--- config.mk ---
export PLATFORM = sky130hd
export DESIGN_NAME = dramc_top
export DESIGN_NICKNAME = d
export VERILOG_FILES = /design/src/rtl/dramc_pkg.sv /design/src/rtl/dramc_refresh.sv /design/src/rtl/dramc_addr_mux.sv /design/src/rtl/dramc_seq.sv /design/src/rtl/dramc_top.sv
export SDC_FILE = /design/constraint.sdc
export NUM_CORES = 1
export LEC_CHECK = 0
export BUFFER_PORTS_ARGS = -buffer_cell sky130_fd_sc_hd__buf_4
export CAP_MARGIN = 20
export CORE_AREA = 3 3 121 123
export DETAILED_ROUTE_END_ITERATION = 10
export DIE_AREA = 0 0 124 126
export PLACE_DENSITY = 0.66
export SYNTH_ARGS = -nofsm -noshare
export SYNTH_HDL_FRONTEND = slang
export SYNTH_SLANG_ARGS = --single-unit
--- constraint.sdc ---
create_clock -name clk -period 1.8 [get_ports clk]
set_clock_uncertainty 0.2 [all_clocks]
set_input_delay 0.36 -clock clk [delete_from_list [all_inputs] [get_ports clk]]
set_output_delay 0.36 -clock clk [all_outputs]
set_load 0.03 [all_outputs]
--- src/rtl/dramc_pkg.sv ---
package dramc_pkg;

   typedef enum logic [3:0] {
      ST_IDLE,
      ST_RSU,
      ST_RCD,
      ST_CSU,
      ST_CAS,
      ST_CP,
      ST_RP,
      ST_CBR_SU,
      ST_CBR_RAS
   } dram_st_e;

   function automatic int cdiv(input int num, input int den);
      return (num + den - 1) / den;
   endfunction

   function automatic int imax(input int a, input int b);
      return (a > b) ? a : b;
   endfunction

endpackage

--- src/rtl/dramc_refresh.sv ---
module dramc_refresh #(
   parameter int INTERVAL = 1560
) (
   input  logic clk,
   input  logic rst_n,
   input  logic ack,
   output logic pend
);
   localparam int CW = $clog2(INTERVAL + 1);

   if (INTERVAL < 16) begin : g_bad_interval
      $error("refresh interval too short");
   end

   logic [CW-1:0] cnt;
   logic          tick;

   assign tick = (cnt == CW'(INTERVAL - 1));

   always_ff @(posedge clk or negedge rst_n) begin
      if (!rst_n) begin
         cnt  <= '0;
         pend <= 1'b0;
      end else begin
         cnt <= tick ? '0 : cnt + 1'b1;
         if (tick)
            pend <= 1'b1;
         else if (ack)
            pend <= 1'b0;
      end
   end

   // the sequencer only starts a refresh that was demanded
   a_r10_ack_needs_pend : assert property (@(posedge clk) disable iff (!rst_n)
      ack |-> pend);

endmodule

--- src/rtl/dramc_addr_mux.sv ---
module dramc_addr_mux #(
   parameter int ROW_W = 12,
   parameter int COL_W = 8,
   parameter int PIN_W = 12
) (
   input  logic [ROW_W+COL_W-1:0] waddr,
   input  logic                   row_ph,
   input  logic                   col_ph,
   output logic [PIN_W-1:0]       pins
);
   localparam int AW = ROW_W + COL_W;

   if (PIN_W < ROW_W || PIN_W < COL_W) begin : g_bad_pins
      $error("pin bus narrower than an address phase");
   end

   logic [PIN_W-1:0] row_p;
   logic [PIN_W-1:0] col_p;

   if (ROW_W == PIN_W) begin : g_row_full
      assign row_p = waddr[AW-1:COL_W];
   end else begin : g_row_pad
      assign row_p = {{(PIN_W-ROW_W){1'b0}}, waddr[AW-1:COL_W]};
   end

   if (COL_W == PIN_W) begin : g_col_full
      assign col_p = waddr[COL_W-1:0];
   end else begin : g_col_pad
      assign col_p = {{(PIN_W-COL_W){1'b0}}, waddr[COL_W-1:0]};
   end

   assign pins = row_ph ? row_p : (col_ph ? col_p : '0);

endmodule

--- src/rtl/dramc_seq.sv ---
module dramc_seq
   import dramc_pkg::*;
#(
   parameter int RCD_CYC  = 2,
   parameter int CAS_CYC  = 2,
   parameter int CP_CYC   = 1,
   parameter int RP_CYC   = 3,
   parameter int RASR_CYC = 5,
   parameter int CSR_CYC  = 1,
   parameter int TW       = 8
) (
   input  logic     clk,
   input  logic     rst_n,
   input  logic     req,
   input  logic     same_row,
   input  logic     ref_pend,
   output dram_st_e st,
   output logic     take,
   output logic     ref_ack,
   output logic     done
);
   if (RCD_CYC >= 2**TW || CAS_CYC >= 2**TW || CP_CYC >= 2**TW ||
       RP_CYC >= 2**TW || RASR_CYC >= 2**TW || CSR_CYC >= 2**TW) begin : g_bad_tw
      $error("timer too narrow for a timing count");
   end

   dram_st_e      nst;
   logic [TW-1:0] tcnt;
   logic [TW-1:0] nload;
   logic          tdone;

   assign tdone = (tcnt == '0);

   always_comb begin
      nst     = st;
      nload   = tcnt - 1'b1;
      take    = 1'b0;
      ref_ack = 1'b0;
      done    = 1'b0;
      if (tdone) begin
         nload = '0;
         unique case (st)
            ST_IDLE: begin
               if (ref_pend) begin
                  nst     = ST_CBR_SU;
                  nload   = TW'(CSR_CYC - 1);
                  ref_ack = 1'b1;
               end else if (req) begin
                  nst  = ST_RSU;
                  take = 1'b1;
               end
            end
            ST_RSU: begin
               nst   = ST_RCD;
               nload = TW'(RCD_CYC - 1);
            end
            ST_RCD: nst = ST_CSU;
            ST_CSU: begin
               nst   = ST_CAS;
               nload = TW'(CAS_CYC - 1);
            end
            ST_CAS: begin
               nst   = ST_CP;
               nload = TW'(CP_CYC - 1);
               done  = 1'b1;
            end
            ST_CP: begin
               if (req && same_row && !ref_pend) begin
                  nst  = ST_CSU;
                  take = 1'b1;
               end else begin
                  nst   = ST_RP;
                  nload = TW'(RP_CYC - 1);
               end
            end
            ST_RP: nst = ST_IDLE;
            ST_CBR_SU: begin
               nst   = ST_CBR_RAS;
               nload = TW'(RASR_CYC - 1);
            end
            ST_CBR_RAS: begin
               nst   = ST_RP;
               nload = TW'(RP_CYC - 1);
            end
            default: nst = ST_IDLE;
         endcase
      end
   end

   always_ff @(posedge clk or negedge rst_n) begin
      if (!rst_n) begin
         st   <= ST_IDLE;
         tcnt <= '0;
      end else begin
         st   <= nst;
         tcnt <= nload;
      end
   end

endmodule

--- src/rtl/dramc_top.sv ---
module dramc_top
   import dramc_pkg::*;
#(
   parameter int ROW_W     = 12,
   parameter int COL_W     = 8,
   parameter int BYTE_W    = 8,
   parameter int CLK_PS    = 10000,
   parameter int T_RCD_PS  = 20000,
   parameter int T_CAC_PS  = 13000,
   parameter int T_RAC_PS  = 50000,
   parameter int T_PC_PS   = 35000,
   parameter int T_RP_PS   = 30000,
   parameter int T_RAS_PS  = 50000,
   parameter int T_CSR_PS  = 5000,
   parameter int REFI_PS   = 15600000,
   localparam int ADDR_W   = ROW_W + COL_W,
   localparam int PIN_W    = imax(ROW_W, COL_W),
   localparam int DW       = 2 * BYTE_W
) (
   input  logic              clk,
   input  logic              rst_n,
   input  logic              req,
   input  logic              req_we,
   input  logic [1:0]        req_be,
   input  logic [ADDR_W-1:0] req_addr,
   input  logic [DW-1:0]     req_wdata,
   output logic              ready,
   output logic [DW-1:0]     rdata,
   output logic              dram_ras_n,
   output logic              dram_lcas_n,
   output logic              dram_ucas_n,
   output logic              dram_we_n,
   output logic              dram_oe_n,
   output logic [PIN_W-1:0]  dram_a,
   input  logic [DW-1:0]     dram_dq_in,
   output logic [DW-1:0]     dram_dq_out,
   output logic              dram_dq_oe
);
   localparam int RCD_CYC  = imax(1, cdiv(T_RCD_PS, CLK_PS));
   localparam int CAC_CYC  = cdiv(T_CAC_PS, CLK_PS);
   localparam int RAC_CYC  = cdiv(T_RAC_PS, CLK_PS);
   localparam int CAS_CYC  = imax(1, imax(CAC_CYC, RAC_CYC - RCD_CYC - 1));
   localparam int PC_CYC   = cdiv(T_PC_PS, CLK_PS);
   localparam int CP_CYC   = imax(1, PC_CYC - CAS_CYC - 1);
   localparam int RP_CYC   = imax(1, cdiv(T_RP_PS, CLK_PS));
   localparam int RASR_CYC = imax(1, cdiv(T_RAS_PS, CLK_PS));
   localparam int CSR_CYC  = imax(1, cdiv(T_CSR_PS, CLK_PS));
   localparam int REF_CYC  = REFI_PS / CLK_PS;
   localparam int REF_LAT  = 4 + RCD_CYC + CAS_CYC + CP_CYC + RP_CYC;
   localparam int TW       = 8;

   if (RCD_CYC + 1 + CAS_CYC + CP_CYC < RASR_CYC) begin : g_bad_ras
      $error("row active time shorter than the minimum pulse");
   end
   if (REF_CYC < 2 * REF_LAT) begin : g_bad_refi
      $error("refresh interval too short for the access latency");
   end

   dram_st_e           st;
   logic               take, ref_ack, done, ref_pend, same_row;
   logic [ADDR_W-1:0]  lat_addr;
   logic               lat_we;
   logic [1:0]         lat_be;
   logic [DW-1:0]      lat_wdata;
   logic [DW-1:0]      rd_mask;
   logic               row_ph, col_ph, ras_lo, cbr, cas_on;

   assign same_row = (req_addr[ADDR_W-1:COL_W] == lat_addr[ADDR_W-1:COL_W]);

   dramc_refresh #(.INTERVAL(REF_CYC)) u_ref (
      .clk(clk), .rst_n(rst_n), .ack(ref_ack), .pend(ref_pend)
   );

   dramc_seq #(
      .RCD_CYC(RCD_CYC), .CAS_CYC(CAS_CYC), .CP_CYC(CP_CYC), .RP_CYC(RP_CYC),
      .RASR_CYC(RASR_CYC), .CSR_CYC(CSR_CYC), .TW(TW)
   ) u_seq (
      .clk(clk), .rst_n(rst_n), .req(req), .same_row(same_row),
      .ref_pend(ref_pend), .st(st), .take(take), .ref_ack(ref_ack), .done(done)
   );

   always_ff @(posedge clk or negedge rst_n) begin
      if (!rst_n) begin
         lat_addr  <= '0;
         lat_we    <= 1'b0;
         lat_be    <= '0;
         lat_wdata <= '0;
      end else if (take) begin
         lat_addr  <= req_addr;
         lat_we    <= req_we;
         lat_be    <= req_be;
         lat_wdata <= req_wdata;
      end
   end

   assign row_ph = (st == ST_RSU) || (st == ST_RCD);
   assign col_ph = (st == ST_CSU) || (st == ST_CAS);
   assign ras_lo = (st == ST_RCD) || col_ph || (st == ST_CP) || (st == ST_CBR_RAS);
   assign cbr    = (st == ST_CBR_SU) || (st == ST_CBR_RAS);
   assign cas_on = (st == ST_CAS);

   dramc_addr_mux #(.ROW_W(ROW_W), .COL_W(COL_W), .PIN_W(PIN_W)) u_amux (
      .waddr(lat_addr), .row_ph(row_ph), .col_ph(col_ph), .pins(dram_a)
   );

   assign dram_ras_n  = !ras_lo;
   assign dram_lcas_n = !((cas_on && lat_be[0]) || cbr);
   assign dram_ucas_n = !((cas_on && lat_be[1]) || cbr);
   assign dram_we_n   = !(lat_we && col_ph);
   assign dram_oe_n   = !(!lat_we && cas_on);
   assign dram_dq_oe  = lat_we && col_ph;
   assign dram_dq_out = lat_wdata;

   for (genvar b = 0; b < 2; b++) begin : g_lane
      assign rd_mask[b*BYTE_W +: BYTE_W] = lat_be[b] ? dram_dq_in[b*BYTE_W +: BYTE_W] : '0;
   end

   always_ff @(posedge clk or negedge rst_n) begin
      if (!rst_n) begin
         ready <= 1'b0;
         rdata <= '0;
      end else begin
         ready <= done;
         if (done)
            rdata <= lat_we ? '0 : rd_mask;
      end
   end

   // checker state: row strobe high time and refresh pending age
   logic [7:0] ras_hi_cnt;
   logic [7:0] ref_age;

   always_ff @(posedge clk or negedge rst_n) begin
      if (!rst_n) begin
         ras_hi_cnt <= 8'hFF;
         ref_age    <= '0;
      end else begin
         ras_hi_cnt <= !dram_ras_n ? 8'd0 : (ras_hi_cnt == 8'hFF ? ras_hi_cnt : ras_hi_cnt + 8'd1);
         ref_age    <= (ref_pend && !ref_ack) ? ref_age + 8'd1 : 8'd0;
      end
   end

   a_r2_row_stable : assert property (@(posedge clk) disable iff (!rst_n)
      ($fell(dram_ras_n) && dram_lcas_n && dram_ucas_n) |-> $stable(dram_a));

   a_r2_col_stable : assert property (@(posedge clk) disable iff (!rst_n)
      (($fell(dram_lcas_n) || $fell(dram_ucas_n)) && !dram_ras_n) |-> $stable(dram_a));

   a_r4_early_write : assert property (@(posedge clk) disable iff (!rst_n)
      (($fell(dram_lcas_n) || $fell(dram_ucas_n)) && !dram_ras_n && !dram_we_n)
      |-> ($past(!dram_we_n) && $past(dram_dq_oe)));

   a_r5_oe_read_only : assert property (@(posedge clk) disable iff (!rst_n)
      !dram_oe_n |-> (dram_we_n && !dram_dq_oe && !dram_ras_n));

   a_r6_ready_single : assert property (@(posedge clk) disable iff (!rst_n)
      ready |=> !ready);

   a_r8_precharge : assert property (@(posedge clk) disable iff (!rst_n)
      $fell(dram_ras_n) |-> (ras_hi_cnt >= 8'(RP_CYC)));

   a_r9_cbr_order : assert property (@(posedge clk) disable iff (!rst_n)
      ($fell(dram_ras_n) && !dram_lcas_n) |-> (!dram_ucas_n && $past(!dram_lcas_n) && $past(!dram_ucas_n)));

   a_r10_ref_latency : assert property (@(posedge clk) disable iff (!rst_n)
      ref_age <= 8'(REF_LAT));

endmodule

==> impl_results.md, run 1 <==
* Max Slew Vio Count at 0
* Clock slew at reported path FFs at 0.06 ns
* Vias at 4822
* NetSw at 0.00288 W
* CTS sink cnt at 80
* Fin. Hold Viols at 0
* FILL cells at 1051
* Crit Path Class: flop to primary output
* Crit-path max FO at 6
* Antenna fix cells at 0
* Antenna Nets Post-Route at 0
* VDD IR max at 0.491 mV
* Required time worst endpoint at 1.24 ns
* Synthesized Nets at 532
* Post-DP Area at 6140 µm²
* DRC viols at 0
* Nets at 746
* Total Wirelength at 17.2 mm
* Final setup fails at 79
* Ranking of synthesized cells by area: dfrtp_1, nand2_1, a22oi_1, o211ai_1, nand3_1
* Post-synthesis cell count at 471
* Initial core utilization at 31.3%
* Net Sw Frac at 36.3%
* CP Data Arrival Time at 1.68 ns
* Gr usage total at 21.4%
* Syn Area/Cell at 9.15 µm²
* Flip-flop and latch count after synthesis at 80
* Cell Rows at 43
* GP Congestion at 0.823
* Htree depth at 3
* Flop pwr share at 26.8%
* Combinational share of power at 52.2%
* Deepest clock path buffer count at 2
* Share of cells above drive strength 1 at 58.7%
* Overflow after GRT at 0
* Worst-skew pair later-pin latency at 0.34 ns
* WL/cell at 19.8 µm
* Pre-CTS WS at -0.350 ns
* Fin crit share at 124%
* Mapped Area at 4310 µm²
* Placed Instances at 805
* Warnings from Yosys at 0
* Worst Setup Start Kind: flop
* Slew HR at 62.5%
* Setup WS post-layout at -0.437 ns
* Vias per std cell at 5.56
* Worst hold path type: input pin to flop
* Synth top area share at 46.5%
* Post-layout util at 57.5%
* Die ar. at 15600 µm²
* Area Overhead vs Synth at 83.8%
* Core area at 13800 µm²
* Number of enable flip-flop cells after synthesis at 0
* Peak Freq at 0.447 GHz
* Max incr delay on CP at 0.47 ns
* Yosys top cell by area: dfrtp_1
* Internal power at 0.00505 W
* Post-Layout Cell Count at 868
* P_leak at 3.44 nW
* Die X at 124 µm
* Initial antenna violation count at 0
* Synth async-reset ratio at 100%
* Clock power frac at 21.0%
* Worst Tran Pin Value at 0.561 ns
* DPL Wire Length at 9.16 mm
* Final worst path period need at 2.24 ns
* # IOs at 109
* Main flop type after synthesis: dfrtp_1
* TritonCTS clock tree: done
* Final non-filler cell area at 7920 µm²
* IO Port Bufs at 108
* Post-synthesis sequential area ratio at 46.5%
* Drt first pass iters at 5
* Crit-path slowest cell: dfrtp_2
* Global-route wire length before repair at 26.1 mm
* Die height at 126 µm
* Vias in the first global route at 4989
* Setup crit end kind: primary output
* Max cap viols at 0
* CTS root buf: clkbuf_16
* Num CTS Buffers at 9
* Synth cell types at 41
* Status: complete, but fails checks
* CP dominant cell by count: buf_6
* Initial DRC count at 283
* RSZ-0062 raised after global routing: yes
* Violated checks: setup timing
* Crit-path cells: xnor2_2 -> nor3_4 -> buf_6 -> a22o_4 -> buf_6
* Pwr Density at 1000 nW/µm²
* Largest net degree at the start of global routing at 40
-- registers in the layout (all words and copies together) (netlist names) --
signal and cells:
ready 1, u_seq.st 4, rdata 16, dram_dq_out 16, lat_addr 20, u_ref.cnt 11
lat_we 1, lat_be 2, u_ref.pend 1, u_seq.tcnt 8
-- routing by layer --
metal	up-vias	part of all wire [%]	global-route usage [%]
met3	46	9.0	6.24
met4	0	2.4	7.54
met1	2394	38	25.4
li1	2146	-	-
met5	-	0	0
met2	236	50	36.6
-- metrics by stage --
stage | setup TNS (ns) | hold slack (ns) | power (W)
after floorplan | -3.77 | -0.136 | 0.00371
after global placement | -14.69 | 0.131 | 0.00500
after detailed placement | -14.93 | 0.141 | 0.00504
after CTS | -23.11 | 0.0498 | 0.00754
after global routing | -28.19 | 0.0708 | 0.00825
final | -22.97 | 0.0657 | 0.00793
-- logic make-up after synthesis --
family,count (synthesis),share of synthesized area (%)
compound gates,132,21.1
flops,80,46.5
simple gates,187,21.1
fa+ha+maj,3,0.871
mux,2,0.494
xor+xnor,23,4.67
buf+inv,44,5.34
-- worst max-delay path, delay by kind of cell, from the launching register on --
kind,cells,cell delay [ns]
buf+inv,2,0.29
flops,1,0.47
xor+xnor,1,0.25
simple gates,1,0.08
compound gates,1,0.25
-- power groups by stage --
stage	Clock, W	Sequential (W)	Combinational [W]
floorplan	0	0.00215	0.00156
global placement	0	0.00210	0.00290
detailed placement	0	0.00211	0.00294
CTS	0.00168	0.00209	0.00377
global route	0.00178	0.00214	0.00434
finish	0.00167	0.00213	0.00414
-- cells in the final DEF, fill, tap and decap left out, types with 6 or more instances in the layout --
| master | instances |
|---|---|
| a21o_1 | 6 |
| a21oi_2 | 6 |
| a22o_4 | 8 |
| a22oi_2 | 35 |
| buf_12 | 21 |
| buf_16 | 8 |
| buf_4 | 158 |
| buf_6 | 44 |
| clkbuf_16 | 11 |
| dfrtp_1 | 77 |
| nand2_1 | 61 |
| nand2_2 | 7 |
| nand2_4 | 12 |
| nand3_1 | 16 |
| nand3_2 | 30 |
| nor2_1 | 11 |
| nor3_1 | 7 |
| o211ai_1 | 39 |
| o21ai_1 | 9 |
| o21ai_2 | 11 |
| xnor2_1 | 8 |
| xor2_1 | 13 |
-- path summary, 6_finish.rpt --
| check | from | endpoint | slack (ns) | cells past startpoint |
|---|---|---|---|---|
| worst max-delay path | u_seq.st[1]$_DFFE_PN0P_ | dram_a[3] | -0.44 | 5 |
| worst min-delay path | dram_dq_in[12] | rdata[12]$_DFFE_PN0P_ | 0.07 | 3 |
| worst max register to register | lat_addr[14]$_DFFE_PN0P_ | dram_dq_out[3]$_DFFE_PN0P_ | -0.40 | 9 |
| worst min register to register | u_ref.cnt[0]$_DFF_PN0_ | u_ref.cnt[0]$_DFF_PN0_ | 0.28 | 1 |
| max in group asynchronous | rst_n | rdata[7]$_DFFE_PN0P_ | 0.51 | 3 |
| min in group asynchronous | rst_n | rdata[0]$_DFFE_PN0P_ | 0.31 | 2 |
-- what timing repair did --
| action | 4_1_cts | 5_1_grt |
|---|---|---|
| pin swaps | 69 | 40 |
| setup buffers | 35 | 15 |
| gates resized for setup | 147 | 84 |
| hold buffers | 1 | 0 |
| endpoints found under the setup margin | 78 | 88 |
| endpoints found under the hold margin | 27 | 0 |
| gates cloned | 18 | 2 |
-- Yosys cell counts (2+ instances only) --
master,instances
nand2_1,81
dfrtp_1,80
nand3_1,48
a22oi_1,39
o211ai_1,39
o21ai_0,23
buf_2,15
nor2_1,14
xor2_1,14
a21oi_1,13
nor3_1,10
clkbuf_1,9
xnor2_1,9
a22o_1,8
buf_4,8
inv_1,7
nor2b_1,7
a21o_1,6
and2_1,5
nand2b_1,4
nor4_1,4
and3_1,3
ha_1,3
nand3b_1,3
buf_1,2
buf_6,2
-- layout make-up --
class,instances,area [µm²],area share [%]
multi-input cells,347,2890,36.5
repair buffers,240,2510,31.7
flip-flops and latches,80,2010,25.3
clock buffers,13,250,3.16
well taps,180,225,2.84
inverters,7,31.3,0.395
clock inverters,1,5.00,0.0632
(Power assumes the default switching activity.)
==> inputs of run 2 (changes only) <==
--- a/config.mk
+++ b/config.mk
@@ -7,9 +7,9 @@
 export LEC_CHECK = 0
 export BUFFER_PORTS_ARGS = -buffer_cell sky130_fd_sc_hd__buf_4
 export CAP_MARGIN = 20
-export CORE_AREA = 3 3 121 123
+export CORE_AREA = 2 2 120 122
 export DETAILED_ROUTE_END_ITERATION = 10
-export DIE_AREA = 0 0 124 126
+export DIE_AREA = 0 0 122 124
 export PLACE_DENSITY = 0.66
 export SYNTH_ARGS = -nofsm -noshare
 export SYNTH_HDL_FRONTEND = slang
==> impl_results.md, run 2 (synthesized netlist as in run 1, its figures left out) <==
* Status: complete, but fails checks
* Violated checks: setup timing
* Share of cells above drive strength 1 at 57.9% (-0.83 points)
* Die ar. at 15100 µm² (-3.2%)
* GP Congestion at 0.796 (-3.3%)
* Worst hold slack at 0.0607 ns (-0.00501 ns)
* Vias in the first global route at 4803 (-3.7%)
* CTS sink cnt at 80 (unchanged)
* Clock slew at reported path FFs at 0.06 ns (about the same)
* Area Overhead vs Synth at 77.4%
* Post-Layout Cell Count at 852 (-1.8%)
* Setup TNS Final at -23.47 ns (-0.502 ns)
* Worst hold path type: input pin to flop
* Largest net degree at the start of global routing at 49 (+23%)
* WL/cell at 18.8 µm (-5.0%)
* Routed length on met3 at 1.03 mm (-34%)
* Initial DRC count at 282 (-0.35%)
* CP Data Arrival Time at 1.70 ns (+0.02 ns)
* Global-route wire length before repair at 24.1 mm (-7.7%)
* IO Port Bufs at 108 (unchanged)
* VDD IR max at 0.608 mV (+24%)
* Final worst path period need at 2.26 ns (+0.0231 ns)
* Antenna Nets Post-Route at 0 (unchanged)
* Setup WS post-layout at -0.460 ns (-0.0231 ns)
* Die height at 124 µm (-1.6%)
* Cell Rows at 43 (unchanged)
* Initial antenna violation count at 0 (unchanged)
* Crit-path max FO at 6 (unchanged)
* Worst-skew pair later-pin latency at 0.35 ns (about the same)
* Nets at 728 (-2.4%)
* M1 wire length at 6.41 mm (-2.6%)
* Vias at 4576 (-5.1%)
* Worst Tran Pin Value at 0.590 ns (+0.0287 ns)
* Core area at 13700 µm² (-0.39%)
* # IOs at 109 (unchanged)
* Pwr Density at 1020 nW/µm² (+1.6%)
* Peak Freq at 0.442 GHz (-1.0%)
* Uppermost routed layer: met4
* Crit Path Class: flop to primary output
* DRC viols at 0 (unchanged)
* Vias per std cell at 5.37 (-3.3%)
* Register area at 2010 µm² (unchanged)
* Most flops, register: lat_addr
* Overflow after GRT at 0 (unchanged)
* Worst Setup Start Kind: flop
* Htree depth at 3 (unchanged)
* DPL Wire Length at 9.05 mm (-1.1%)
* Fin crit share at 126% (+1.3 points)
* Largest register FFs at 20 (unchanged)
* Slew HR at 60.6% (-1.9 points)
* Metal2 WL at 8.22 mm (-4.9%)
* Area of the multi-input gates at 2830 µm² (-2.3%)
* Fin. Hold Viols at 0 (unchanged)
* Pwr Total at 0.00778 W (-1.9%)
* Commonest non-fill, non-tap cell in the layout: buf_4
* Required time worst endpoint at 1.24 ns (about the same)
* CTS root buf: clkbuf_16
* Gr usage total at 20.5% (-0.94 points)
* Total Wirelength at 16.0 mm (-6.8%)
* FILL cells at 1118 (+6.4%)
* P_leak at 3.32 nW (-3.7%)
* Initial core utilization at 31.4% (+0.12 points)
* Drt first pass iters at 5 (unchanged)
* Setup crit end kind: primary output
* Placed Instances at 793 (-1.5%)
* Die X at 122 µm (-1.6%)
* TritonCTS clock tree: done
* Antenna fix cells at 0 (unchanged)
* RSZ-0062 raised after global routing: yes
* Max cap viols at 0 (unchanged)
* Deepest clock path buffer count at 2 (unchanged)
* Most frequent cells in the layout: buf_4, dfrtp_1, nand2_1, o211ai_1, buf_6
* Num CTS Buffers at 9 (unchanged)
* Final setup fails at 81 (+2.5%)
* Max Slew Vio Count at 0 (unchanged)
[run 2: changes by cell type in the layout (fill, tap and decap cells not counted), sizes merged]
cell | previous run | this run
inv | 6 | 7
clkinvlp | 0 | 1
bufinv | 0 | 2
buf | 235 | 217
bufbuf | 2 | 0
[run 2: final cells by class]
class                      instances  area share (%)
clock buffer                      11            3.04
clock inverter                     5            1.06
inverter                           7           0.344
multi-input combinational        347            37.0
sequential                        80            26.2
tap                              180            2.95
timing repair buffer             222            29.4
[run 2: where the power goes]
group	total, W	leakage [nW]	internal, W	switching [W]
clock	0.00197	0.150	0.00122	0.000753
sequential	0.00214	0.872	0.00195	0.000189
combinational	0.00367	2.30	0.00183	0.00184
[run 2: path summary, 6_finish.rpt]
kind / start / end / slack, ns / depth (start not counted)
min reg2reg: u_ref.cnt[0]$_DFF_PN0_ / u_ref.cnt[0]$_DFF_PN0_ / 0.28 / 1
max reg2reg: lat_addr[11]$_DFFE_PN0P_ / lat_addr[11]$_DFFE_PN0P_ / -0.39 / 7
max: u_seq.st[0]$_DFFE_PN0P_ / dram_a[3] / -0.46 / 5
min in group asynchronous: rst_n / lat_addr[17]$_DFFE_PN0P_ / 0.22 / 2
min: dram_dq_in[15] / rdata[15]$_DFFE_PN0P_ / 0.06 / 3
max in group asynchronous: rst_n / lat_addr[10]$_DFFE_PN0P_ / 0.64 / 3
[run 2: repair_timing]
item	4_1_cts	5_1_grt
pin swaps	58	49
endpoints found under the hold margin	16	0
gates cloned	12	5
resized for setup	143	58
hold buffers	1	0
endpoints found under the setup margin	78	87
buffers inserted	26	7
[run 2: per-layer routing]
layer	global-route usage, %	vias to the layer above
met2	36.5	174
li1	-	2098
met4	7.18	0
met3	5.54	36
met1	23.7	2268
met5	0	-
[run 2: worst max-delay path, cell delays in order, from the launching register on]
cell,delay [ns]
dfrtp_2,0.48
xnor2_2,0.18
nor3_4,0.21
buf_6,0.18
a22o_2,0.17
buf_6,0.13
[run 2: per-stage QoR]
stage          cell area [µm²]  worst slack (ns)  utilization [%]
2_1_floorplan             4610            -0.146                -
3_3_place_gp              6020            -0.349             43.9
3_5_place_dp              6020            -0.393             43.9
4_1_cts                   7310            -0.408             53.3
5_1_grt                   7640            -0.501             55.7
6_report                  7640            -0.460             55.7
